--- config.mk ---
export PLATFORM = sky130hd
export DESIGN_NAME = gpio_regbank
export DESIGN_NICKNAME = d
export VERILOG_FILES = /design/src/rtl/gpio_regbank_pkg.sv /design/src/rtl/gpio_addr_decode.sv /design/src/rtl/gpio_pin_slice.sv /design/src/rtl/gpio_bitmap_bank.sv /design/src/rtl/gpio_regbank.sv
export SDC_FILE = /design/constraint.sdc
export NUM_CORES = 2
export LEC_CHECK = 0
export BUFFER_PORTS_ARGS = -buffer_cell sky130_fd_sc_hd__buf_2
export CAP_MARGIN = 10
export CORE_AREA = 4 4 436 438
export CTS_CLUSTER_SIZE = 24
export DETAILED_ROUTE_END_ITERATION = 8
export DIE_AREA = 0 0 440 442
export PLACE_DENSITY = 0.56
export SYNTH_ARGS = -nofsm -noshare
export SYNTH_HDL_FRONTEND = slang
export SYNTH_HIERARCHICAL = 1
export SYNTH_SLANG_ARGS = --single-unit
--- constraint.sdc ---
create_clock -name clk -period 4.85 [get_ports clk]
set_clock_uncertainty 0.2 [all_clocks]
set_input_delay 1.2125 -clock clk [delete_from_list [all_inputs] [get_ports clk]]
set_output_delay 1.2125 -clock clk [all_outputs]
set_load 0.005 [all_outputs]
--- src/rtl/gpio_regbank_pkg.sv ---
package gpio_regbank_pkg;

    localparam logic [31:0] OFS_OWN   = 32'h000;
    localparam logic [31:0] OFS_ROUTE = 32'h07C;
    localparam logic [31:0] OFS_STAT  = 32'h080;
    localparam logic [31:0] OFS_IEN   = 32'h090;
    localparam logic [31:0] OFS_CFG   = 32'h100;

    // field positions in the first record word
    localparam int B_OUT  = 31;
    localparam int B_IN   = 30;
    localparam int B_TRIG = 4;
    localparam int B_INV  = 3;
    localparam int B_DIR  = 2;
    localparam int B_USE  = 0;
    // field positions in the second record word
    localparam int B_DIS  = 2;

    typedef enum logic [2:0] {
        RGN_NONE,
        RGN_OWN,
        RGN_ROUTE,
        RGN_STAT,
        RGN_IEN,
        RGN_CFG1,
        RGN_CFG2
    } region_e;

    typedef struct packed {
        logic       out_lvl;
        logic       trig_lvl;
        logic       trig_inv;
        logic       dir_in;
        logic       use_gpio;
        logic       sense_dis;
        logic [1:0] pull;
    } pin_cfg_t;

    localparam pin_cfg_t CFG_RESET = '{out_lvl: 1'b0, trig_lvl: 1'b0, trig_inv: 1'b0,
                                       dir_in: 1'b1, use_gpio: 1'b0, sense_dis: 1'b1,
                                       pull: 2'b00};

endpackage

--- src/rtl/gpio_addr_decode.sv ---
module gpio_addr_decode
    import gpio_regbank_pkg::*;
#(
    parameter int NUM_PINS   = 94,
    parameter int ADDR_W     = 12,
    parameter int NUM_WORDS  = 3,
    parameter int PIN_IDX_W  = 7,
    parameter int WORD_IDX_W = 2
) (
    input  logic [ADDR_W-1:0]     addr,
    output region_e               region,
    output logic [PIN_IDX_W-1:0]  pin_idx,
    output logic [WORD_IDX_W-1:0] word_idx
);

    localparam logic [31:0] BANK_SPAN = 32'(NUM_WORDS * 4);

    logic [31:0] a_word;
    logic [31:0] cfg_off;
    logic [31:0] pin_num;
    logic [31:0] bank_word;

    // unsigned wrap makes an address below the base fall outside the span
    function automatic logic in_bank(input logic [31:0] x, input logic [31:0] base);
        return (x - base) < BANK_SPAN;
    endfunction

    always_comb begin
        a_word    = 32'(addr) & 32'hFFFF_FFFC;
        cfg_off   = a_word - OFS_CFG;
        pin_num   = cfg_off >> 3;
        bank_word = 32'd0;
        region    = RGN_NONE;
        if (!in_bank(a_word, OFS_OWN) && a_word >= OFS_CFG) begin
            if (pin_num < 32'(NUM_PINS))
                region = cfg_off[2] ? RGN_CFG2 : RGN_CFG1;
        end else if (a_word == OFS_ROUTE) begin
            region = RGN_ROUTE;
        end else if (in_bank(a_word, OFS_OWN)) begin
            region    = RGN_OWN;
            bank_word = (a_word - OFS_OWN) >> 2;
        end else if (in_bank(a_word, OFS_STAT)) begin
            region    = RGN_STAT;
            bank_word = (a_word - OFS_STAT) >> 2;
        end else if (in_bank(a_word, OFS_IEN)) begin
            region    = RGN_IEN;
            bank_word = (a_word - OFS_IEN) >> 2;
        end
        pin_idx  = PIN_IDX_W'(pin_num);
        word_idx = WORD_IDX_W'(bank_word);
    end

endmodule

--- src/rtl/gpio_pin_slice.sv ---
module gpio_pin_slice
    import gpio_regbank_pkg::*;
(
    input  logic     clk,
    input  logic     rst_n,
    input  logic     wr_cfg1,
    input  logic     wr_cfg2,
    input  pin_cfg_t wr_val,
    input  logic     pin_in,
    output pin_cfg_t cfg_q,
    output logic     in_lvl_q
);

    logic [1:0] sync_q;

    always_ff @(posedge clk or negedge rst_n) begin
        if (!rst_n) begin
            cfg_q <= CFG_RESET;
        end else begin
            if (wr_cfg1) begin
                cfg_q.out_lvl  <= wr_val.out_lvl;
                cfg_q.trig_lvl <= wr_val.trig_lvl;
                cfg_q.trig_inv <= wr_val.trig_inv;
                cfg_q.dir_in   <= wr_val.dir_in;
                cfg_q.use_gpio <= wr_val.use_gpio;
            end
            if (wr_cfg2) begin
                cfg_q.sense_dis <= wr_val.sense_dis;
                cfg_q.pull      <= wr_val.pull;
            end
        end
    end

    always_ff @(posedge clk or negedge rst_n) begin
        if (!rst_n) begin
            sync_q   <= 2'b00;
            in_lvl_q <= 1'b0;
        end else begin
            sync_q <= {sync_q[0], pin_in};
            if (!cfg_q.sense_dis)
                in_lvl_q <= sync_q[1];
        end
    end


    in_hold_chk: assert property (@(posedge clk) disable iff (!rst_n)
        $past(cfg_q.sense_dis) |-> $stable(in_lvl_q));

endmodule

--- src/rtl/gpio_bitmap_bank.sv ---
module gpio_bitmap_bank #(
    parameter int                  NUM_PINS   = 94,
    parameter int                  NUM_WORDS  = 3,
    parameter int                  WORD_IDX_W = 2,
    parameter logic [NUM_PINS-1:0] OWN_INIT   = '1
) (
    input  logic                  clk,
    input  logic                  rst_n,
    input  logic                  wr_own,
    input  logic                  wr_stat,
    input  logic                  wr_ien,
    input  logic [WORD_IDX_W-1:0] word_idx,
    input  logic [31:0]           wdata,
    input  logic [NUM_PINS-1:0]   irq_set,
    output logic [NUM_PINS-1:0]   own_q,
    output logic [NUM_PINS-1:0]   stat_q,
    output logic [NUM_PINS-1:0]   ien_q
);

    for (genvar i = 0; i < NUM_PINS; i++) begin : g_bit
        localparam int WORD = i / 32;
        localparam int BIT  = i % 32;

        logic hit;
        assign hit = (word_idx == WORD_IDX_W'(WORD)) && wdata[BIT];

        always_ff @(posedge clk or negedge rst_n) begin
            if (!rst_n) begin
                own_q[i]  <= OWN_INIT[i];
                stat_q[i] <= 1'b0;
                ien_q[i]  <= 1'b0;
            end else begin
                if (wr_own && word_idx == WORD_IDX_W'(WORD))
                    own_q[i] <= wdata[BIT];
                if (wr_ien && word_idx == WORD_IDX_W'(WORD))
                    ien_q[i] <= wdata[BIT];
                stat_q[i] <= irq_set[i] | (stat_q[i] & ~(wr_stat & hit));
            end
        end


        stat_set_chk: assert property (@(posedge clk) disable iff (!rst_n)
            irq_set[i] |=> stat_q[i]);


        stat_clear_chk: assert property (@(posedge clk) disable iff (!rst_n)
            ($past(stat_q[i]) && !stat_q[i]) |-> $past(wr_stat));
    end

endmodule

--- src/rtl/gpio_regbank.sv ---
module gpio_regbank
    import gpio_regbank_pkg::*;
#(
    parameter int                  NUM_PINS = 94,
    parameter int                  ADDR_W   = 12,
    parameter logic [NUM_PINS-1:0] OWN_INIT = {{(NUM_PINS-4){1'b1}}, 4'b0101}
) (
    input  logic                  clk,
    input  logic                  rst_n,
    input  logic                  wr_en,
    input  logic                  rd_en,
    input  logic [ADDR_W-1:0]     addr,
    input  logic [31:0]           wdata,
    output logic [31:0]           rdata,
    input  logic [NUM_PINS-1:0]   pin_in,
    input  logic [NUM_PINS-1:0]   irq_set,
    output logic [NUM_PINS-1:0]   pin_out,
    output logic [NUM_PINS-1:0]   pin_oe,
    output logic [NUM_PINS-1:0]   pin_gpio,
    output logic [2*NUM_PINS-1:0] pin_pull,
    output logic [NUM_PINS-1:0]   pin_sense_en,
    output logic [NUM_PINS-1:0]   trig_level,
    output logic [NUM_PINS-1:0]   trig_invert,
    output logic [NUM_PINS-1:0]   irq_enable,
    output logic                  irq_route
);

    localparam int NUM_WORDS  = (NUM_PINS + 31) / 32;
    localparam int PIN_IDX_W  = (NUM_PINS > 1) ? $clog2(NUM_PINS) : 1;
    localparam int WORD_IDX_W = (NUM_WORDS > 1) ? $clog2(NUM_WORDS) : 1;
    localparam int PAD_W      = NUM_WORDS * 32;

    region_e               region;
    logic [PIN_IDX_W-1:0]  pin_idx;
    logic [WORD_IDX_W-1:0] word_idx;

    gpio_addr_decode #(
        .NUM_PINS(NUM_PINS), .ADDR_W(ADDR_W), .NUM_WORDS(NUM_WORDS),
        .PIN_IDX_W(PIN_IDX_W), .WORD_IDX_W(WORD_IDX_W)
    ) u_decode (
        .addr(addr), .region(region), .pin_idx(pin_idx), .word_idx(word_idx)
    );

    pin_cfg_t wr_val;
    assign wr_val = '{out_lvl: wdata[B_OUT], trig_lvl: wdata[B_TRIG], trig_inv: wdata[B_INV],
                      dir_in: wdata[B_DIR], use_gpio: wdata[B_USE], sense_dis: wdata[B_DIS],
                      pull: wdata[1:0]};

    pin_cfg_t              cfg_arr [NUM_PINS];
    logic [NUM_PINS-1:0]   in_lvl_v;

    for (genvar i = 0; i < NUM_PINS; i++) begin : g_pin
        logic sel;
        assign sel = wr_en && (pin_idx == PIN_IDX_W'(i));

        gpio_pin_slice u_slice (
            .clk      (clk),
            .rst_n    (rst_n),
            .wr_cfg1  (sel && region == RGN_CFG1),
            .wr_cfg2  (sel && region == RGN_CFG2),
            .wr_val   (wr_val),
            .pin_in   (pin_in[i]),
            .cfg_q    (cfg_arr[i]),
            .in_lvl_q (in_lvl_v[i])
        );

        assign pin_out[i]          = cfg_arr[i].out_lvl;
        assign pin_oe[i]           = cfg_arr[i].use_gpio & ~cfg_arr[i].dir_in;
        assign pin_gpio[i]         = cfg_arr[i].use_gpio;
        assign pin_pull[2*i +: 2]  = cfg_arr[i].pull;
        assign pin_sense_en[i]     = ~cfg_arr[i].sense_dis;
        assign trig_level[i]       = cfg_arr[i].trig_lvl;
        assign trig_invert[i]      = cfg_arr[i].trig_inv;
    end

    logic [NUM_PINS-1:0] own_q, stat_q, ien_q;

    gpio_bitmap_bank #(
        .NUM_PINS(NUM_PINS), .NUM_WORDS(NUM_WORDS),
        .WORD_IDX_W(WORD_IDX_W), .OWN_INIT(OWN_INIT)
    ) u_bitmap (
        .clk      (clk),
        .rst_n    (rst_n),
        .wr_own   (wr_en && region == RGN_OWN),
        .wr_stat  (wr_en && region == RGN_STAT),
        .wr_ien   (wr_en && region == RGN_IEN),
        .word_idx (word_idx),
        .wdata    (wdata),
        .irq_set  (irq_set),
        .own_q    (own_q),
        .stat_q   (stat_q),
        .ien_q    (ien_q)
    );

    assign irq_enable = ien_q;

    logic route_q;
    always_ff @(posedge clk or negedge rst_n) begin
        if (!rst_n)
            route_q <= 1'b0;
        else if (wr_en && region == RGN_ROUTE)
            route_q <= wdata[0];
    end
    assign irq_route = route_q;

    logic [PAD_W-1:0] own_pad, stat_pad, ien_pad;
    assign own_pad  = PAD_W'(own_q);
    assign stat_pad = PAD_W'(stat_q);
    assign ien_pad  = PAD_W'(ien_q);

    pin_cfg_t    sel_cfg;
    logic        sel_in;
    logic [31:0] rd_word;

    always_comb begin
        sel_cfg = CFG_RESET;
        sel_in  = 1'b0;
        for (int i = 0; i < NUM_PINS; i++) begin
            if (pin_idx == PIN_IDX_W'(i)) begin
                sel_cfg = cfg_arr[i];
                sel_in  = in_lvl_v[i];
            end
        end
        unique case (region)
            RGN_OWN:   rd_word = own_pad[{word_idx, 5'b0} +: 32];
            RGN_STAT:  rd_word = stat_pad[{word_idx, 5'b0} +: 32];
            RGN_IEN:   rd_word = ien_pad[{word_idx, 5'b0} +: 32];
            RGN_ROUTE: rd_word = {31'd0, route_q};
            RGN_CFG1:  rd_word = {sel_cfg.out_lvl, sel_in, 25'd0, sel_cfg.trig_lvl,
                                  sel_cfg.trig_inv, sel_cfg.dir_in, 1'b0, sel_cfg.use_gpio};
            RGN_CFG2:  rd_word = {29'd0, sel_cfg.sense_dis, sel_cfg.pull};
            default:   rd_word = 32'd0;
        endcase
    end

    always_ff @(posedge clk or negedge rst_n) begin
        if (!rst_n)
            rdata <= 32'd0;
        else if (rd_en)
            rdata <= rd_word;
    end


    oe_needs_write_chk: assert property (@(posedge clk) disable iff (!rst_n)
        !$stable(pin_oe) |-> $past(wr_en));


    rdata_hold_chk: assert property (@(posedge clk) disable iff (!rst_n)
        !$past(rd_en) |-> $stable(rdata));

endmodule

* Word level (Yosys, flattened, before mapping)
Index checks and enable logic that the tools add are counted.
W data, S select, Z words.
** Storage, ports and cells
- Register bits :: 1349
- Latch bits :: 0
- Bits in writable memories :: 0
- ROM bits :: 0
- Bits of input ports :: 236
- Logic and storage cells :: 2492
- Memories :: 0
** Cells by class
- Add/sub/neg operators :: 3
- Multiply operators :: 0
- Divide/modulo/power cells :: 0
- Magnitude comparators :: 5
- Eq/ne operators :: 102
- Shift-type cells :: 3
- Muxes and demuxes :: 201
- Bitwise operators :: 658
- Reductions and logical operators :: 390
** Operators with widths (number)
- $mux W8 :: 94
- $logic_and A1 B1 Y1 :: 387
- $shiftx A96 B8 Y32 :: 3
- $and A1 B1 Y1 :: 282
- $not A1 Y1 :: 282
- $eq A7 B6 Y1 const B :: 32
- $eq A7 B7 Y1 const B :: 30
- $pmux W32 S6 :: 1
- $eq A7 B5 Y1 const B :: 16
- $mux W1 :: 94
- $or A1 B1 Y1 :: 94
- $lt A32 B4 Y1 const B :: 2
- $eq A7 B4 Y1 const B :: 8
- $lt A29 B7 Y1 const B :: 1
- $eq A7 B3 Y1 const B :: 4
- $sub A12 B8 Y13 const B :: 2
- $mux W3 :: 6
- $eq A7 B2 Y1 const B :: 2
- $sub A12 B9 Y13 const B :: 1
- $ge A12 B9 Y1 const B :: 1
- $lt A12 B4 Y1 const B :: 1
- $mux W2 :: 6
- $eq A10 B5 Y1 const B :: 1
- $eq A3 B3 Y1 const B :: 3
- 8 further kinds :: 9

* Depth between registers and ports, before layout
- Depth after elaboration :: 97
- Gate-level depth with buffers :: 17
- Mapped depth without buffers :: 15

* Hierarchy
Netlist, hierarchy kept.
** Modules (own cells, without submodules)
- gpio_pin_slice :: instances 94, cells an instance 20, area each 379.1 um2, seq. area each 277.8 um2
- gpio_regbank :: instances 1, cells an instance 2519, area each 15332.2 um2, seq. area each 825.8 um2
- gpio_bitmap_bank :: instances 1, cells an instance 801, area each 11108.2 um2, seq. area each 7171.9 um2
- gpio_addr_decode :: instances 1, cells an instance 54, area each 402.9 um2, seq. area each 0.0 um2

* Worst setup path after synthesis
OpenSTA, ideal clock, no wires.
- Kind :: input to register
- Start :: input addr[8]
- End :: register u_bitmap.ien_q[26]
- Library setup time :: 125 ps
- Arrival :: 4696 ps
- Required time :: 4525 ps
- Setup slack :: -171 ps
- Cell stages on the path :: 14
- Path buffers :: 4
- Path through :: inv_1 ha_1 nand2_1 a2bb2oi_1 a311o_1 o21ai_1 nor3b_1 clkbuf_1 clkbuf_1 clkbuf_1 and2_1 nor3b_4 buf_6 mux2_2
** Between the ends
- Word-level cells in the longest chain between the ends :: 10
** Ends and longest elaborated chain
- start: declaration :: line gpio_regbank.sv:12 : input logic [ADDR_W-1:0] addr,
- $sub A12 B8 Y13 :: line gpio_addr_decode.sv:25 : return (x - base) < BANK_SPAN;
- $lt A32 B4 Y1 :: line gpio_addr_decode.sv:25
- $mux W3 :: line gpio_addr_decode.sv:45 : end else if (in_bank(a_word, OFS_IEN)) begin
- $mux W3 :: line gpio_addr_decode.sv:42 : end else if (in_bank(a_word, OFS_STAT)) begin
- $mux W3 :: line gpio_addr_decode.sv:39 : end else if (in_bank(a_word, OFS_OWN)) begin
- $mux W3 :: line gpio_addr_decode.sv:37 : end else if (a_word == OFS_ROUTE) begin
- $mux W3 * :: line gpio_addr_decode.sv:34 : if (!in_bank(a_word, OFS_OWN) && a_word >= OFS_CFG) begin
- via region[2] :: line gpio_regbank.sv:33 : region_e region;
- $eq A3 B3 Y1 * :: line gpio_regbank.sv:86 : .wr_ien (wr_en && region == RGN_IEN),
- $logic_and A1 B1 Y1 * :: line gpio_regbank.sv:86
- $logic_and A1 B1 Y1 * :: line gpio_bitmap_bank.sv:35 : if (wr_ien && word_idx == WORD_IDX_W'(WORD))
- end signal: indexed assignment :: line gpio_bitmap_bank.sv:36 : ien_q[i] <= wdata[BIT];
- end: declaration :: line gpio_bitmap_bank.sv:17 : output logic [NUM_PINS-1:0] ien_q
The timed path passes the listed nets; every way through them passes the cells marked *.
A chain may end at the register's enable or synchronous reset.

* Final worst setup path
- Start :: input addr[4]
- End :: register rdata[0]
** Between the ends
- Word-level cells in the longest chain between the ends :: 97
** Ends and longest elaborated chain
- $sub A12 B9 Y13 :: line gpio_addr_decode.sv:30 : cfg_off = a_word - OFS_CFG;
- $logic_not A7 Y1 :: line gpio_regbank.sv:119 : if (pin_idx == PIN_IDX_W'(i)) begin
- $mux W8 (94 in a row) :: line gpio_regbank.sv:119
- $pmux W32 S6 * :: line gpio_regbank.sv:124 : unique case (region)
- end signal: assignment :: line gpio_regbank.sv:140 : rdata <= rd_word;
- end: declaration :: line gpio_regbank.sv:14 : output logic [31:0] rdata,
Mark *: on every way between the ends. The rest lies on a longest branch, timed or not.

==> metrics <==
status=completed; top fanout value on the critical path=27; TritonCTS clock tree=yes; WL/cell=approximately 35 um; switching pwr=~0.007 W; EDFF count, synth=0; largest net degree at the start of global routing=approximately 100; DR vias/cell=5.880; number of H-tree levels=4; IO buf count=approximately 1100; worst reg2reg endpoint=rdata[0]; worst r2r src=g_pin[10].u_slice/cfg_q[3]; HPWL Detailed=254.1 mm; Most used DFF post-synth=dfrtp_1; Reg power frac=0.445; CTS buffer count=about 150; Setup Crit Path Kind=primary input to flip-flop; required time worst endpoint=approximately 5.3 ns; post-layout instance area=81060 sq um; Yosys reg bits=~1300; share of cells above drive strength 1=0.4924; syn nets=5496; RSZ-0062 raised after global routing=false; Num Clock Sinks=around 1300; flop-to-flop setup slack=roughly 1.1 ns; Netlist cell types=between 100 and 150; Pleak=approximately 38 nW; vias in the first global route=around 55000; Max-slew headroom=0.2916; CP endpoint=rdata[0]; max-cap violation count=0; most frequent cells in the layout=buf_2, dfrtp_1, mux2_2; Placed Area=roughly 76000 sq um; sw frac=0.2659; Synth warnings=6; hold slack=approximately 0.14 ns; core area=between 150000 and 200000 sq um; crit path from=addr[4]; most common cell after layout, fill and taps aside=buf_2; Clock Latency Late Sink=~0.85 ns; Worst VDD drop=0.3010 mV; slew at the pin closest to its max-slew limit=between 1 and 1.5 ns; max-slew violations=0; Starting Density=0.3348; die width=440 um; Period minus WS final=4.817 ns; final setup vio count=0; area of the multi-input gates=26350 sq um; Final Cycle Share=0.9932; 1st-iter DRT viols=approximately 6300; TritonRoute pass-1 iters=8; initial antenna violation count=28; setup bufs post-CTS=0; f_max=between 0.2 and 0.25 GHz; CP endpoint kind=flip-flop; drt drc=0; fill count=roughly 18000; routability cong.=just over 1; global-route wire length before repair=between 400 and 500 mm; Worst Hold Class=flip-flop to flip-flop; Syn Std Cell Area=62480 sq um; ANT nets after route=0; FF-to-FF path depth=9; FP Rows=around 160; clock power share=0.456; root buf cell=clkbuf_16; Hold Violations, Final=0; sequential cell area fraction in the yosys report=0.5459; combinational power share=0.100; layout overhead on the synthesized area=29.73%; routed via count=between 50000 and 60000; Die ar.=a little under 200000 sq um; post-synthesis cell count=between 5000 and 6000; Int Pwr=~0.02 W; Top-Level Pins=between 1000 and 1500; Core Util, Final=0.4344; residual overflow from global routing=0; Die Ht=roughly 440 um; Total GRT Usage=0.3334; Post-synth ARST share=1.000; clk slew on worst S/H paths=around 0.060 ns; Reg area=between 30000 and 40000 sq um; Arrival @ worst endpoint=5.27 ns; Routed Wire Length=around 340 mm; nature of the critical path startpoint=primary input; power per cell area=between 300 and 400 nW/um^2; Avg Inst Size Synth=between 10 and 15 sq um; nets@finish=7063; CTS Buffer Depth=3
[layer usage]
layer	routed length, um	up-vias	global-route usage	part of all wire
met4	33260	26	0.2592	0.099
met5	173	-	0	0.00052
li1	-	22400	-	-
met2	148700	3676	0.5130	0.44
met1	122300	28460	0.3973	0.36
met3	31280	1070	0.08582	0.093
[flip-flops by register name, indices dropped and copies added (netlist names)]
name                    flops
g_pin.u_slice/cfg_q       752
g_pin.u_slice/in_lvl_q     94
g_pin.u_slice/sync_q      188
irq_route                   1
rdata                      32
u_bitmap/ien_q             94
u_bitmap/own_q             94
u_bitmap/stat_q            94
[worst min path at each step]
stage / start / to / slack, ns / cells past startpoint
after floorplan: g_pin[0].u_slice/sync_q[0] / g_pin[0].u_slice/sync_q[1] / 0.13 / 0
after global placement: g_pin[58].u_slice/sync_q[0] / g_pin[58].u_slice/sync_q[1] / 0.13 / 0
after detailed placement: g_pin[12].u_slice/sync_q[0] / g_pin[12].u_slice/sync_q[1] / 0.13 / 0
after CTS: g_pin[91].u_slice/sync_q[0] / g_pin[91].u_slice/sync_q[1] / 0.15 / 0
after global routing: g_pin[18].u_slice/sync_q[0] / g_pin[18].u_slice/sync_q[1] / 0.15 / 0
final: g_pin[28].u_slice/sync_q[0] / g_pin[28].u_slice/sync_q[1] / 0.14 / 0
[synthesized netlist by cell type, types with 45 or more instances]
master,n,share of area
inv_1,180,0.011
mux2_2,1048,0.19
buf_2,99,0.0079
dfstp_2,280,0.12
nor2_1,442,0.027
o21ai_0,184,0.015
a21oi_1,265,0.021
nand2_1,238,0.014
a22oi_1,91,0.011
a211oi_1,45,0.0054
clkbuf_1,134,0.0081
buf_1,53,0.0032
o22ai_1,91,0.0091
dfrtp_1,1069,0.43
a31oi_1,97,0.0097
nor2b_1,118,0.012
[worst max-delay path, stage by stage]
cell and delay [ns]:
buf_8 0.24, buf_4 0.41, nand2_1 0.71, buf_4 0.39, o21ai_0 0.37, nand3b_1 0.13
a221oi_1 0.45, buf_4 0.22, o21ai_0 0.16, o31ai_1 0.54, buf_4 0.21, a41oi_1 0.11
[area by class of cell]
type,count,area share
clock inverters,66,0.01096
repair buffers,1746,0.1415
inverters,180,0.008335
multi-input cells,3391,0.3251
well taps,2495,0.03851
flip-flops and latches,1349,0.4208
diodes,13,0.0004013
clock buffers,221,0.05437
[per-stage QoR]
stage	cells	setup slack [ns]	TNS [ns]	total power (W)
after floorplan	5254	0.01787	0	0.01307
after global placement	9160	-0.6347	-75.96	0.01472
after detailed placement	9160	-0.6226	-61.11	0.01475
after CTS	9447	0.2385	0	0.02692
after global routing	9450	0.05308	0	0.02758
final	9461	0.03285	0	0.02684
[cells by family (layout without fill, tap and decap cells)]
logic type | after synthesis | after routing | synth area share
flip-flops | 1349 | 1349 | 0.5459
AO/OA/AOI/OAI | 1189 | 1189 | 0.1286
multiplexers | 1107 | 1107 | 0.2001
AND/OR/NAND/NOR | 1085 | 1085 | 0.08697
buffers and inverters | 514 | 2213 | 0.03667
adder cells (fa/ha/maj) | 6 | 6 | 0.001202
XOR/XNOR | 4 | 4 | 0.0005608
other | 0 | 13 | 0
[power by group through the flow]
stage / Clock, W / Combinational, W / Sequential, W
after floorplan: 0 / 0.00103 / 0.0120
after global placement: 0 / 0.00260 / 0.0121
after detailed placement: 0 / 0.00262 / 0.0121
after CTS: 0.0124 / 0.00263 / 0.0119
after global routing: 0.0128 / 0.00280 / 0.0120
final: 0.0122 / 0.00267 / 0.0119
[what timing repair did]
item / 4_1_cts / 5_1_grt
gates resized for setup: 0 / 1
endpoints found under the setup margin: 0 / 1
hold buffers: 0 / 0
Note: power is estimated with default switching activity, not from simulation.
